File: src/rtl/shwk_pkg.sv
package shwk_pkg;
  localparam int        CNT_W    = 16;
  localparam int        ADDR_W   = 2;
  localparam logic [7:0] CMD_KEY = 8'hA5;

  localparam logic [ADDR_W-1:0] A_CMD  = 2'd0;
  localparam logic [ADDR_W-1:0] A_MODE = 2'd1;
  localparam logic [ADDR_W-1:0] A_STAT = 2'd2;
  localparam logic [ADDR_W-1:0] A_PINS = 2'd3;

  localparam int ST_PIN  = 0;
  localparam int ST_CMP  = 6;
  localparam int ST_RX   = 7;
  localparam int HI_FLD  = 16;

  typedef struct packed {
    logic [2:0] dbc_code;
    logic       rx_en;
    logic       cmp_en;
    logic       tim_en;
    logic [2:0] lp_code;
    logic [1:0] lp_sel;
  } mode_t;

  function automatic logic [CNT_W-1:0] dbc_len(input logic [2:0] code);
    case (code)
      3'd0:    dbc_len = 16'd1;
      3'd1:    dbc_len = 16'd3;
      3'd2:    dbc_len = 16'd32;
      3'd3:    dbc_len = 16'd512;
      3'd4:    dbc_len = 16'd4096;
      default: dbc_len = 16'd32768;
    endcase
  endfunction
endpackage

File: src/rtl/shwk_pin.sv
module shwk_pin #(
  parameter int CNT_W  = 16,
  parameter int LP_W   = 4,
  parameter bit HAS_LP = 1'b0
) (
  input  logic             clk,
  input  logic             rst_n,
  input  logic             pin_i,
  input  logic             en_i,
  input  logic             pol_i,
  input  logic [CNT_W-1:0] len_i,
  input  logic             lp_on_i,
  input  logic [LP_W-1:0]  lp_len_i,
  input  logic             tick_i,
  output logic             fire_o,
  output logic             snap_o
);
  logic s1_q, s2_q, active;
  logic [CNT_W-1:0] cnt_q, cnt_n;
  logic armed_q, armed_n, main_fire, lp_fire;

  always_ff @(posedge clk or negedge rst_n) begin
    if (!rst_n) begin
      s1_q <= 1'b0;
      s2_q <= 1'b0;
    end else begin
      s1_q <= pin_i;
      s2_q <= s1_q;
    end
  end

  assign active = (s2_q == pol_i);

  always_comb begin
    main_fire = en_i && armed_q && active && (cnt_q == len_i - 1'b1);
    armed_n   = en_i && (!active || (armed_q && !main_fire));
    if (!en_i || !active || !armed_q || main_fire) cnt_n = '0;
    else                                          cnt_n = cnt_q + 1'b1;
  end

  always_ff @(posedge clk or negedge rst_n) begin
    if (!rst_n) begin
      cnt_q   <= '0;
      armed_q <= 1'b0;
    end else begin
      cnt_q   <= cnt_n;
      armed_q <= armed_n;
    end
  end

  generate
    if (HAS_LP) begin : g_lp
      logic [LP_W-1:0] lcnt_q, lcnt_n;
      logic larm_q, larm_n;
      always_comb begin
        lp_fire = lp_on_i && larm_q && active && tick_i && (lcnt_q == lp_len_i - 1'b1);
        larm_n  = lp_on_i && (!active || (larm_q && !lp_fire));
        lcnt_n  = lcnt_q;
        if (!lp_on_i || !active || !larm_q || lp_fire) lcnt_n = '0;
        else if (tick_i)                               lcnt_n = lcnt_q + 1'b1;
      end
      always_ff @(posedge clk or negedge rst_n) begin
        if (!rst_n) begin
          lcnt_q <= '0;
          larm_q <= 1'b0;
        end else begin
          lcnt_q <= lcnt_n;
          larm_q <= larm_n;
        end
      end
      // one slow-debouncer hit per active episode
      assert_lp_once_R8: assert property (@(posedge clk) disable iff (!rst_n)
        lp_fire |=> !lp_fire);
    end else begin : g_nolp
      logic unused_lp;
      assign unused_lp = ^{lp_on_i, lp_len_i, tick_i};
      assign lp_fire   = 1'b0;
    end
  endgenerate

  assign fire_o = main_fire | lp_fire;
  assign snap_o = (en_i & active) | lp_fire;

  assert_hold_zero_R3: assert property (@(posedge clk) disable iff (!rst_n)
    !en_i |=> (cnt_q == '0));
  assert_single_fire_R4: assert property (@(posedge clk) disable iff (!rst_n)
    main_fire |=> !main_fire);
endmodule

File: src/rtl/shwk_regs.sv
module shwk_regs
  import shwk_pkg::*;
#(
  parameter int NPINS = 9
) (
  input  logic              clk,
  input  logic              rst_n,
  input  logic              wr_en_i,
  input  logic              rd_en_i,
  input  logic [ADDR_W-1:0] addr_i,
  input  logic [31:0]       wdata_i,
  output logic [31:0]       rdata_o,
  output mode_t             mode_o,
  output logic [NPINS-1:0]  pin_en_o,
  output logic [NPINS-1:0]  pin_pol_o,
  input  logic              pin_evt_i,
  input  logic [NPINS-1:0]  snap_i,
  input  logic              tim_i,
  input  logic              cmp_i,
  input  logic              rx_i,
  output logic              shutdown_o,
  output logic              wake_req_o
);
  mode_t             mode_q, mode_n;
  logic [NPINS-1:0]  en_q, en_n, pol_q, pol_n;
  logic [31:0]       stat_q, stat_n, set_v;
  logic              shut_q, shut_n, wake_q;
  logic              wr_cmd, wr_mode, wr_pins, rd_stat, cmd_ok;
  logic              cmp_evt, rx_evt, wake_evt;
  logic              unused_gap;

  assign unused_gap = ^wdata_i[15:11];

  assign wr_cmd  = wr_en_i && (addr_i == A_CMD);
  assign wr_mode = wr_en_i && (addr_i == A_MODE);
  assign wr_pins = wr_en_i && (addr_i == A_PINS);
  assign rd_stat = rd_en_i && (addr_i == A_STAT);
  assign cmd_ok  = wr_cmd && (wdata_i[31:24] == CMD_KEY) && wdata_i[0];

  assign cmp_evt  = cmp_i && mode_q.cmp_en;
  assign rx_evt   = rx_i && mode_q.rx_en;
  assign wake_evt = pin_evt_i || cmp_evt || rx_evt || (tim_i && mode_q.tim_en);

  always_comb begin
    mode_n = mode_q;
    en_n   = en_q;
    pol_n  = pol_q;
    if (wr_mode) begin
      mode_n.lp_sel   = wdata_i[1:0];
      mode_n.lp_code  = wdata_i[10:8];
      mode_n.tim_en   = wdata_i[17];
      mode_n.cmp_en   = wdata_i[18];
      mode_n.rx_en    = wdata_i[19];
      mode_n.dbc_code = wdata_i[26:24];
    end
    if (wr_pins) begin
      en_n  = wdata_i[NPINS-1:0];
      pol_n = wdata_i[HI_FLD +: NPINS];
    end
    set_v         = '0;
    set_v[ST_PIN] = pin_evt_i;
    set_v[ST_CMP] = cmp_evt;
    set_v[ST_RX]  = rx_evt;
    if (pin_evt_i) set_v[HI_FLD +: NPINS] = snap_i;
    stat_n = (rd_stat ? 32'd0 : stat_q) | set_v;
    shut_n = wake_evt ? 1'b0 : (cmd_ok ? 1'b1 : shut_q);
  end

  always_ff @(posedge clk or negedge rst_n) begin
    if (!rst_n) begin
      mode_q <= '0;
      en_q   <= '0;
      pol_q  <= '0;
      stat_q <= '0;
      shut_q <= 1'b0;
      wake_q <= 1'b0;
    end else begin
      mode_q <= mode_n;
      en_q   <= en_n;
      pol_q  <= pol_n;
      stat_q <= stat_n;
      shut_q <= shut_n;
      wake_q <= wake_evt;
    end
  end

  always_comb begin
    rdata_o = '0;
    case (addr_i)
      A_MODE: begin
        rdata_o[1:0]   = mode_q.lp_sel;
        rdata_o[10:8]  = mode_q.lp_code;
        rdata_o[17]    = mode_q.tim_en;
        rdata_o[18]    = mode_q.cmp_en;
        rdata_o[19]    = mode_q.rx_en;
        rdata_o[26:24] = mode_q.dbc_code;
      end
      A_STAT: rdata_o = stat_q;
      A_PINS: begin
        rdata_o[NPINS-1:0]       = en_q;
        rdata_o[HI_FLD +: NPINS] = pol_q;
      end
      default: rdata_o = '0;
    endcase
  end

  assign mode_o     = mode_q;
  assign pin_en_o   = en_q;
  assign pin_pol_o  = pol_q;
  assign shutdown_o = shut_q;
  assign wake_req_o = wake_q;

  assert_bad_key_R1: assert property (@(posedge clk) disable iff (!rst_n)
    (wr_cmd && (wdata_i[31:24] != CMD_KEY) && !wake_evt) |=> $stable(shut_q));
  assert_sticky_R5: assert property (@(posedge clk) disable iff (!rst_n)
    (stat_q[ST_PIN] && !rd_stat) |=> stat_q[ST_PIN]);
  assert_snap_flag_R6: assert property (@(posedge clk) disable iff (!rst_n)
    pin_evt_i |=> stat_q[ST_PIN]);
  assert_wake_clears_R9: assert property (@(posedge clk) disable iff (!rst_n)
    wake_q |-> !shut_q);
  assert_read_clear_R10: assert property (@(posedge clk) disable iff (!rst_n)
    (rd_stat && !wake_evt) |=> (stat_q == 32'd0));
endmodule

File: src/rtl/shwk_ctrl.sv
module shwk_ctrl
  import shwk_pkg::*;
#(
  parameter int NPINS = 9
) (
  input  logic              clk,
  input  logic              rst_n,
  input  logic              wr_en,
  input  logic              rd_en,
  input  logic [ADDR_W-1:0] addr,
  input  logic [31:0]       wdata,
  output logic [31:0]       rdata,
  input  logic [NPINS-1:0]  wk_pins,
  input  logic              rtc_tick,
  input  logic              tim_wake,
  input  logic              cmp_wake,
  input  logic              rx_wake,
  output logic              shutdown,
  output logic              wake_req
);
  localparam int LP_PINS = 2;
  localparam int LP_W    = 4;

  mode_t            mode;
  logic [NPINS-1:0] pin_en, pin_pol, fire, snap;
  logic [CNT_W-1:0] dbc_limit;
  logic [LP_W-1:0]  lp_limit;
  logic             lp_active;

  assign dbc_limit = dbc_len(mode.dbc_code);
  assign lp_limit  = {1'b0, mode.lp_code} + 1'b1;
  assign lp_active = (mode.lp_code != 3'd0);

  shwk_regs #(.NPINS(NPINS)) u_regs (
    .clk        (clk),
    .rst_n      (rst_n),
    .wr_en_i    (wr_en),
    .rd_en_i    (rd_en),
    .addr_i     (addr),
    .wdata_i    (wdata),
    .rdata_o    (rdata),
    .mode_o     (mode),
    .pin_en_o   (pin_en),
    .pin_pol_o  (pin_pol),
    .pin_evt_i  (|fire),
    .snap_i     (snap),
    .tim_i      (tim_wake),
    .cmp_i      (cmp_wake),
    .rx_i       (rx_wake),
    .shutdown_o (shutdown),
    .wake_req_o (wake_req)
  );

  generate
    for (genvar i = 0; i < NPINS; i++) begin : g_pin
      if (i < LP_PINS) begin : g_slow
        shwk_pin #(.CNT_W(CNT_W), .LP_W(LP_W), .HAS_LP(1'b1)) u_pin (
          .clk      (clk),
          .rst_n    (rst_n),
          .pin_i    (wk_pins[i]),
          .en_i     (pin_en[i]),
          .pol_i    (pin_pol[i]),
          .len_i    (dbc_limit),
          .lp_on_i  (mode.lp_sel[i] && lp_active),
          .lp_len_i (lp_limit),
          .tick_i   (rtc_tick),
          .fire_o   (fire[i]),
          .snap_o   (snap[i])
        );
      end else begin : g_fast
        shwk_pin #(.CNT_W(CNT_W), .LP_W(LP_W), .HAS_LP(1'b0)) u_pin (
          .clk      (clk),
          .rst_n    (rst_n),
          .pin_i    (wk_pins[i]),
          .en_i     (pin_en[i]),
          .pol_i    (pin_pol[i]),
          .len_i    (dbc_limit),
          .lp_on_i  (1'b0),
          .lp_len_i (lp_limit),
          .tick_i   (1'b0),
          .fire_o   (fire[i]),
          .snap_o   (snap[i])
        );
      end
    end
  endgenerate

  assert_pulse_R9: assert property (@(posedge clk) disable iff (!rst_n)
    (wake_req && !(|fire) && !tim_wake && !cmp_wake && !rx_wake) |=> !wake_req);
endmodule

File: config.mk
export PLATFORM = sky130hd
export DESIGN_NAME = shwk_ctrl
export DESIGN_NICKNAME = d
export VERILOG_FILES = /design/src/rtl/shwk_pkg.sv /design/src/rtl/shwk_pin.sv /design/src/rtl/shwk_regs.sv /design/src/rtl/shwk_ctrl.sv
export SDC_FILE = /design/constraint.sdc
export NUM_CORES = 1
export LEC_CHECK = 0
export ABC_AREA = 1
export BUFFER_PORTS_ARGS = -buffer_cell sky130_fd_sc_hd__buf_2
export CAP_MARGIN = 20
export CORE_ASPECT_RATIO = 0.5
export CORE_MARGIN = 10
export CORE_UTILIZATION = 50
export CTS_BUF_LIST = sky130_fd_sc_hd__clkbuf_16
export DETAILED_ROUTE_END_ITERATION = 7
export PLACE_DENSITY_LB_ADDON = 0.12
export SYNTH_ARGS = -nofsm -noshare
export SYNTH_HDL_FRONTEND = slang
export SYNTH_HIERARCHICAL = 1
export SYNTH_SLANG_ARGS = --single-unit
File: constraint.sdc
create_clock -name clk -period 8.1 [get_ports clk]
set_clock_uncertainty 0.05 [all_clocks]
set_input_delay 1.215 -clock clk [delete_from_list [all_inputs] [get_ports clk]]
set_output_delay 1.215 -clock clk [all_outputs]
set_load 0.01 [all_outputs]
Word level (Yosys, flattened, before mapping)
Index checks and enable logic that the tools add are counted.
{ "classes": {"add_sub_neg": 14, "n_mul": 0, "div_mod_pow": 0, "magnitude_cmp": 0, "eq_ne": 28, "shifts": 0, "n_mux": 29, "n_bitwise": 14, "reduce_logical": 164} }
{ "op_table": {"columns": ["operator", "n"], "rows": [
  ["$add 16x1->16 const B", 9],
  ["$eq 16x16->1", 9],
  ["$mux 16", 9],
  ["$pmux 16 s5", 1],
  ["$logic_and 1x1->1", 68],
  ["$logic_or 1x1->1", 47],
  ["$logic_not 1->1", 42],
  ["$mux 32", 1],
  ["$or 32x25->32", 1],
  ["$mux 4", 4],
  ["$sub 16x1->16 const B", 1],
  ["$pmux 6 s2", 1],
  ["$mux 5", 2],
  ["$and 1x1->1", 9],
  ["$eq 1x1->1", 9],
  ["$mux 9", 1],
  ["$pmux 3 s3", 1],
  ["$reduce_or 9->1", 1],
  ["$add 4x1->4 const B", 2],
  ["$eq 4x4->1", 2],
  ["$eq 8x8->1 const B", 1],
  ["$pmux 2 s2", 2],
  ["$pmux 4 s2", 1],
  ["$eq 3x2->1 const B", 2],
  ["15 further kinds", 23]
]} }
{ "totals": {"ff_bits": 244, "latchBits": 0, "ram_bits": 0, "romBits": 0, "in_bits": 51, "word_cells": 300, "n_memories": 0} }

Logic depth before layout (Yosys ltp)
Gate-level depths: netlist of run 1.
{ "depth": {"depth_word": 12, "depth_mapped": 22} }

Hierarchy
The synthesis of run 1 kept the hierarchy.
{ "by_module_without_submodules": {"columns": ["module", "n_inst", "cells_per_inst", "area_each_um2", "seq_area_each_um2"], "rows": [
  ["shwk_pin at g_pin[2].g_fast.u_pin ...", 6, 259, 1665.3, 475.5],
  ["shwk_pin at g_pin[0].g_slow.u_pin ...", 2, 273, 1920.6, 600.6],
  ["shwk_regs", 1, 248, 2025.7, 1076.0],
  ["shwk_pin at g_pin[8].g_fast.u_pin", 1, 256, 1766.7, 475.5],
  ["shwk_ctrl", 1, 28, 145.1, 0.0]
]} }

Least setup slack after synthesis of run 1
OpenSTA, ideal clock, no wires.
{ "synth_path": {"kind": "register -> register", "from": "register u_regs.mode_q, in the netlist u_regs/mode_o[10]", "to": "register u_regs.stat_q[0]", "t_arrival_ns": 4.324, "required_ns": 7.972, "path_slack_ns": 3.648, "path_stages_with_launch": 16, "n_path_buf": 1, "cell_sequence": "dfrtp_1 -> nor3_1 -> nor2_1 -> nand2_1 -> nor2_4 -> nand2_1 -> xor2_1 -> nor3b_1 -> nand3_1 -> nor2_1 -> nor2_1 -> nand2_1 -> nor2_1 -> nand2_1 -> clkbuf_1 -> o21bai_1"} }
{ "synth_rtl": {"columns": ["element", "line_no", "source"], "rows": [
  ["start: declaration", "shwk_regs.sv:24", "mode_t mode_q, mode_n;"],
  ["start signal: assignment", "shwk_regs.sv:78", "mode_q <= mode_n;"],
  ["$eq 3x3->1 (tied with other cells)", "shwk_pkg.sv:26", "case (code)"],
  ["$pmux 16 s5 (*)", "shwk_pkg.sv:26", null],
  ["via dbc_limit[5]", "shwk_ctrl.sv:26", "logic [CNT_W-1:0] dbc_limit;"],
  ["$sub 16x1->16 (*)", "shwk_pin.sv:35", "main_fire = en_i && armed_q && active && (cnt_q == len_i - 1'b1);"],
  ["$eq 16x16->1 (*)", "shwk_pin.sv:35", null],
  ["$logic_and 1x1->1 (*)", "shwk_pin.sv:35", null],
  ["via fire[3]", "shwk_ctrl.sv:25", "logic [NPINS-1:0] pin_en, pin_pol, fire, snap;"],
  ["$reduce_or 9->1 (*)", "shwk_ctrl.sv:45", ".pin_evt_i (|fire),"],
  ["$or 32x25->32 (*)", "shwk_regs.sv:65", "stat_n = (rd_stat ? 32'd0 : stat_q) | set_v;"],
  ["via u_regs.stat_n[0]", "shwk_regs.sv:26", "logic [31:0] stat_q, stat_n, set_v;"],
  ["end signal: assignment", "shwk_regs.sv:81", "stat_q <= stat_n;"],
  ["end: declaration", "shwk_regs.sv:26", null]
]} }
Mark *: on every way through the listed nets, which the timed path passes. The rest lies on a longest branch.
A chain may end at the register's enable or synchronous reset.

Worst setup path in the final report of run 1
{ "layout_path": {"from": "register u_regs.mode_q, in the netlist u_regs/mode_o[9]", "to": "register u_regs.shut_q (netlist: u_regs/shutdown_o)"} }
{ "layout_rtl": {"columns": ["element", "line_no", "source"], "rows": [
  ["$eq 3x3->1 (tied with other cells)", "shwk_pkg.sv:26", null],
  ["$pmux 16 s5 (*)", "shwk_pkg.sv:26", null],
  ["via dbc_limit[0]", "shwk_ctrl.sv:26", null],
  ["$sub 16x1->16 (*)", "shwk_pin.sv:35", null],
  ["$eq 16x16->1 (*)", "shwk_pin.sv:35", null],
  ["$logic_and 1x1->1 (*)", "shwk_pin.sv:35", null],
  ["via fire[3]", "shwk_ctrl.sv:25", null],
  ["$reduce_or 9->1 (*)", "shwk_ctrl.sv:45", null],
  ["$logic_or 1x1->1 (*) (3 in series)", "shwk_regs.sv:42", "assign wake_evt = pin_evt_i || cmp_evt || rx_evt || (tim_i && mode_q.tim_en);"],
  ["via u_regs.wake_evt", "shwk_regs.sv:29", "logic cmp_evt, rx_evt, wake_evt;"],
  ["$mux 1 / $reduce_bool 2->1 (equally long branches)", null, null],
  ["end signal: assignment", "shwk_regs.sv:82", "shut_q <= shut_n;"],
  ["end: declaration", "shwk_regs.sv:27", "logic shut_q, shut_n, wake_q;"]
]} }
Marked as above.

==> run_results.csv, run 1 <==
group,metric,value,unit
synth,netlist-cell-type-count,46,
timing,finalSetupTns,0,ns
synth,synth.avg_cell_area,6.75,um2
drt,drt.antenna.violating_nets,0,
floorplan,die_width,287,um
global_routing,antenna_found_initial,0,
synth,yosys-top-cells-area,"dfrtp_1 32%, nand2_1 15%, nor2_1 9.7%",
floorplan,std_cell_rows,48,
floorplan,start_util,0.511,
setup_path,criticalPathCategory,"register to register",
global_routing,grt-ovfl-total,0,
synth,synth_most_common_cell,"nand2_1",
drt,wirelength,42.1,mm
setup_path,path_cells,"inv_1, nand2_1, a21oi_4, buf_4, inv_1, ha_1, xnor2_1, xnor2_1, nor2_1, o2111ai_1, nor2_1, nand3_1, nor2_1, nor2_1, nand2_1, nor2_1, nand2_1, a21oi_1, nand3_1, a21oi_1",
finish,fill_cells,3419,
worst_hold_path,worstHoldPathType,"register to register",
setup_path,cpMostUsedCell,"nor2_1",
synth,synth_enable_flop_cells,0,
timing,worst_pin_slew,1.11,ns
synth,synth-main-ff-cell,"dfrtp_1",
setup_path,cp_num_buf_inv,3,
drt,drt-vias-per-instance,4.53,
power_and_ir_drop,ir_drop,125,uV
clocking,cts_root_buf,"clkbuf_16",
timing,relSlewSlack,0.259,
setup_path,critPathMaxFanout,17,
synth,synth_top_area_share,0.315,
clocking,path_clk_slew,0.07,ns
synth,ys_warn_count,6,
floorplan,core-area,34800,um2
place,io_buffers,69,
global_routing,first_global_vias,15040,
drt,vias,16036,
clocking,ctsResizeCount,0,
finish,drive_gt1_frac,0.0862,
setup_path,cpLargestDelayFamily,"simple AND/OR/NAND/NOR gates",
clocking,cts_setup_buffers,0,
outcome,status,"finished clean",
timing,hold_viol_final,0,
setup_path,worstPathRequired,8.53,ns
synth,synth_async_sr_flop_share,1.00,
finish,area_growth,15.9,%
drt,routedWlPerCell,11.9,um
global_routing,grt_usage,0.192,
power_and_ir_drop,p_leak,10.1,nW
clocking,cts_buffers,23,
floorplan,ios,85,
timing,finalMaxSlewViolations,0,
drt,drc,0,
setup_path,cp-start-kind,"register",
timing,period_minus_slack,4.24,ns
flow_run,drv_cap,0,
setup_path,cpPeakStageDelay,0.44,ns
clocking,htree_levels,1,
clocking,clockBufferDepth,3,
synth,yosysTopAreaCell,"dfrtp_1",
global_routing,grt_max_degree,142,
synth,netlist_top_cells_count,"728 x nand2_1, 459 x nor2_1, 341 x inv_1",
timing,rsz0062_at_grt,"no",
drt,drtPass1Iterations,5,
finish,num-nets-final,3122,
timing,fin_crit_sh,0.524,
place,gp_congestion,0.889,
timing,fin_hold_ws,0.295,ns
clocking,clkLatencyLatePin,0.56,ns
timing,max_freq,236,MHz
power_and_ir_drop,power.density,150,nW/um2
clocking,hold_buffers,0,
synth,synth-seq-cells,224,
drt,drt-initial-drc-count,880,
synth,syn_area,17800,um2
floorplan,die_h,153,um
setup_path,critPathSlowestCell,"dfrtp_1",
timing,setup_violations,0,
global_routing,grt_pass1_wl,71.2,mm
synth,synthCells,2632,
synth,yosysSeqAreaShare,0.315,
finish,antenna_cells,0,
floorplan,dieArea,43900,um2
clocking,cts_sinks,224,
setup_path,arrival,4.67,ns
setup_path,cp-end-kind,"register",
clocking,cts_tree,"yes",
power_and_ir_drop,totalPowerFinal,3.10,mW
place,hpwlAfterDp,32.2,mm
## routing by layer
layer  GRT usage  wire (um)
met1       0.246      19900
met2       0.330      19500
met3      0.0281       1330
met4      0.0566       1340
met5           0          0
## state kept, by name, summed over array words and instances, names as in the netlist
name and cells:
g_pin.g_fast.u_pin/cnt_q 112, g_pin.g_slow.u_pin/cnt_q 32, u_regs/stat_q 12, u_regs/mode_o 11, u_regs/pin_en_o 9, u_regs/pin_pol_o 9, g_pin.g_slow.u_pin/g_lp.lcnt_q 8, g_pin.g_fast.u_pin/armed_q 7
g_pin.g_fast.u_pin/s1_q 7, g_pin.g_fast.u_pin/s2_q 7, g_pin.g_slow.u_pin/armed_q 2, g_pin.g_slow.u_pin/g_lp.larm_q 2, g_pin.g_slow.u_pin/s1_q 2, g_pin.g_slow.u_pin/s2_q 2, u_regs/shutdown_o 1, u_regs/wake_req_o 1
## stage by stage
step           instances   util  setup WS, ns  area (um2)
6_report            3537  0.592          3.86       20600
5_1_grt             3537  0.592          3.52       20600
4_1_cts             3537  0.592          3.83       20600
3_5_place_dp        3497  0.570          3.84       19800
3_3_place_gp        3497  0.570          3.90       19800
2_1_floorplan       2986      -          3.65       19100
## cells in the final DEF, fill, tap and decap left out, types with 7 or more instances in the layout
cell type	count
nand2_1	728
a21oi_1	29
nand4_1	44
dfrtp_1	224
conb_1	356
nor2_1	457
nand3_1	159
and2_1	7
ha_1	24
nand3b_1	27
buf_4	7
xor2_1	146
xnor2_1	92
inv_1	345
nor4_1	15
nand3_4	11
nand2_2	22
nor2_2	76
nor3_1	27
o21ai_0	65
buf_2	68
clkbuf_16	23
nor2_4	28
## cell families (layout without fill, tap and decap cells)
group / count (synthesis) / count (layout) / synth area share
simple gates: 1618 / 1618 / 0.408
other cells: 2 / 356 / 0.000423
xor+xnor: 244 / 244 / 0.125
compound gates: 134 / 134 / 0.0439
fa+ha+maj: 24 / 24 / 0.0169
flops: 224 / 224 / 0.315
buf+inv: 386 / 462 / 0.0908
## path summary, 6_finish.rpt
kind                       slack (ns)                               to  cells past startpoint                        from
max reg2reg                      3.86                u_regs/shutdown_o                     20            u_regs/mode_o[9]
max in group asynchronous        6.14  g_pin[5].g_fast.u_pin/cnt_q[13]                      2                       rst_n
min                              0.30       g_pin[5].g_fast.u_pin/s2_q                      0  g_pin[5].g_fast.u_pin/s1_q
min reg2reg                      0.30       g_pin[5].g_fast.u_pin/s2_q                      0  g_pin[5].g_fast.u_pin/s1_q
min in group asynchronous        0.57  g_pin[6].g_fast.u_pin/cnt_q[10]                      1                       rst_n
max                              3.86                u_regs/shutdown_o                     20            u_regs/mode_o[9]
## power breakdown
group	switching [mW]	internal, mW	leakage [nW]	total (mW)
sequential	0.0625	1.17	3.01	1.23
clock	0.478	0.643	0.383	1.12
combinational	0.494	0.251	6.70	0.744
total	1.03	2.07	10.1	3.10
## final cells by class
class | count | area, um2 | area share
sequential | 224 | 5610 | 0.272
inverter | 345 | 1290 | 0.0629
multi-input combinational | 2376 | 11900 | 0.578
tap | 475 | 594 | 0.0289
clock inverter | 17 | 185 | 0.00899
clock buffer | 23 | 576 | 0.0279
timing repair buffer | 77 | 428 | 0.0208
No activity file was read; power rests on OpenSTA's default activity.
==> run 2, diff against run 1 <==
Clock period 8.1 ns to 3.48 ns, I/O delays scaled along.
==> run 2 against run 1 <==
  * First-iteration DRC count decreased by 9.7%
  * Non-clock buffer count increased by 26
  * Via count increased by 0.87%
  * Sequential power increased by 130%
  * Largest cell class unchanged
  * Largest power group unchanged
  * Highest routed layer unchanged
==> run_results.csv, run 2 (same netlist as run 1, synthesis figures left out) <==
group,metric,value,unit
outcome,status,"finished clean",
floorplan,die_h,153,um
finish,largest_register_ffs,112,
finish,top_regs,"g_pin.g_fast.u_pin/cnt_q (112), g_pin.g_slow.u_pin/cnt_q (32), u_regs/stat_q (12)",
drt,drc,0,
setup_path,critPathSlowestCell,"dfrtp_1",
global_routing,grt_pass1_wl,70.9,mm
clocking,cts_buffers,24,
drt,wirelength,42.0,mm
floorplan,start_util,0.511,
clocking,path_clk_slew,0.06,ns
drt,drtPass1Iterations,5,
setup_path,cp-start-kind,"register",
setup_path,criticalPathCategory,"register to register",
timing,period_minus_slack,3.23,ns
timing,layout_setup_ws,0.249,ns
place,gp_congestion,0.850,
place,io_buffers,69,
finish,fill_cells,3338,
setup_path,critPathMaxFanout,6,
drt,drt-vias-per-instance,4.53,
finish,top_register,"g_pin.g_fast.u_pin/cnt_q",
timing,worst_pin_slew,0.905,ns
finish,num-nets-final,3149,
global_routing,grt_use_met1,0.250,
global_routing,grt_max_degree,78,
finish,area_growth,18.0,%
timing,fin_hold_ws,0.0266,ns
flow_run,drv_cap,0,
global_routing,met2_usage,0.328,
setup_path,path_cells,"inv_1, nand2_1, a21oi_4, buf_4, inv_1, ha_1, xnor2_1, nor4_1, o2111ai_1, nor2_1, nand3_1, nor2_2, nor3_1, buf_4, nand2_2, buf_6, nand2_1, o21ai_0",
floorplan,die_width,287,um
timing,rsz0062_at_grt,"no",
power_and_ir_drop,ir_drop,320,uV
drt,drt-initial-drc-count,795,
timing,max_freq,309,MHz
timing,setup_violations,0,
power_and_ir_drop,power.density,351,nW/um2
global_routing,use_met3,0.0250,
drt,routedWlPerCell,11.8,um
global_routing,grt-ovfl-total,0,
finish,drive_gt1_frac,0.0973,
timing,finalSetupTns,0,ns
clocking,cts_root_buf,"clkbuf_16",
worst_hold_path,worstHoldPathType,"input port to register",
place,hpwlAfterDp,32.5,mm
global_routing,top_usage_layer,"met2",
global_routing,first_global_vias,15046,
setup_path,cp-end-kind,"register",
global_routing,grt_usage,0.191,
setup_path,cpLargestDelayFamily,"simple AND/OR/NAND/NOR gates",
timing,relSlewSlack,0.395,
floorplan,ios,85,
timing,fin_crit_sh,0.929,
finish,most-common-layout-cells,"725 x nand2_1, 456 x nor2_1, 356 x conb_1",
finish,mostFrequentLayoutCell,"nand2_1",
timing,finalMaxSlewViolations,0,
clocking,clkLatencyLatePin,0.56,ns
floorplan,core-area,34800,um2
setup_path,worstPathRequired,3.89,ns
power_and_ir_drop,p_leak,10.3,nW
clocking,cts_sinks,224,
setup_path,arrival,3.64,ns
clocking,htree_levels,1,
global_routing,antenna_found_initial,0,
setup_path,cp_num_buf_inv,5,
drt,vias,16176,
drt,drt.antenna.violating_nets,0,
clocking,cts_tree,"yes",
clocking,clockBufferDepth,3,
place,place_worst_setup_slack,0.0487,ns
finish,antenna_cells,0,
timing,hold_viol_final,0,
setup_path,cpPeakStageDelay,0.42,ns
floorplan,dieArea,43900,um2
floorplan,std_cell_rows,48,
run 2: cell types whose count changed in the layout (fill, tap and decap cells not counted), moves of 2 or more:
cell	before	now
nand2_2	22	25
buf_4	7	21
nor4_1	15	13
nor4_2	0	2
clkinv_2	3	6
buf_12	1	5
inv_1	345	343
dlygate4sd3_1	0	6
nor3_4	0	2
nand2_1	728	725
clkinv_4	0	2
buf_6	0	2
run 2: worst paths after layout:
| path | start | end | slack, ns | cells past startpoint |
|---|---|---|---|---|
| worst min register to register | g_pin[8].g_fast.u_pin/s1_q | g_pin[8].g_fast.u_pin/s2_q | 0.30 | 0 |
| min in group asynchronous | rst_n | g_pin[6].g_fast.u_pin/cnt_q[6] | 0.48 | 2 |
| worst min-delay path | wk_pins[4] | g_pin[4].g_fast.u_pin/s1_q | 0.03 | 1 |
| max in group asynchronous | rst_n | g_pin[3].g_fast.u_pin/cnt_q[13] | 2.10 | 3 |
| worst max register to register | u_regs/mode_o[9] | u_regs/stat_q[24] | 0.25 | 18 |
| worst max-delay path | u_regs/mode_o[9] | u_regs/stat_q[24] | 0.25 | 18 |
run 2: layout make-up:
cell class	count	area, um2	share of cell area
repair buffers	103	696	0.0332
well taps	475	594	0.0283
clock buffers	24	601	0.0286
inverters	345	1290	0.0618
multi-input cells	2376	12000	0.571
flip-flops and latches	224	5610	0.267
clock inverters	20	200	0.00955
run 2: per-stage QoR:
step | util | area [um2] | instances | total power [mW]
detailed placement | 0.576 | 20000 | 3515 | 4.69
global route | 0.603 | 21000 | 3567 | 7.80
global placement | 0.576 | 20000 | 3515 | 4.66
floorplan | - | 19100 | 2986 | 4.20
CTS | 0.601 | 20900 | 3565 | 7.40
finish | 0.603 | 21000 | 3567 | 7.35
run 2: routing by layer:
metal,part of all wire,up-vias
li1,-,8724
met1,0.48,7248
met3,0.028,54
met2,0.47,150
met4,0.023,0
met5,0,-
run 2: what timing repair did:
item                                   CTS  global route
pin swaps                                0             2
setup buffers                            0             2
gates resized for setup                  1            13
setup endpoints to repair                1            11
hold buffers                             6             0
endpoints found under the hold margin   78             0
run 2: where the power goes:
part           internal [mW]  total, mW  leakage, nW  switching [mW]
logic                  0.642       1.82         6.86            1.17
registers               2.73       2.86         3.01           0.138
clock network           1.50       2.67        0.396            1.18
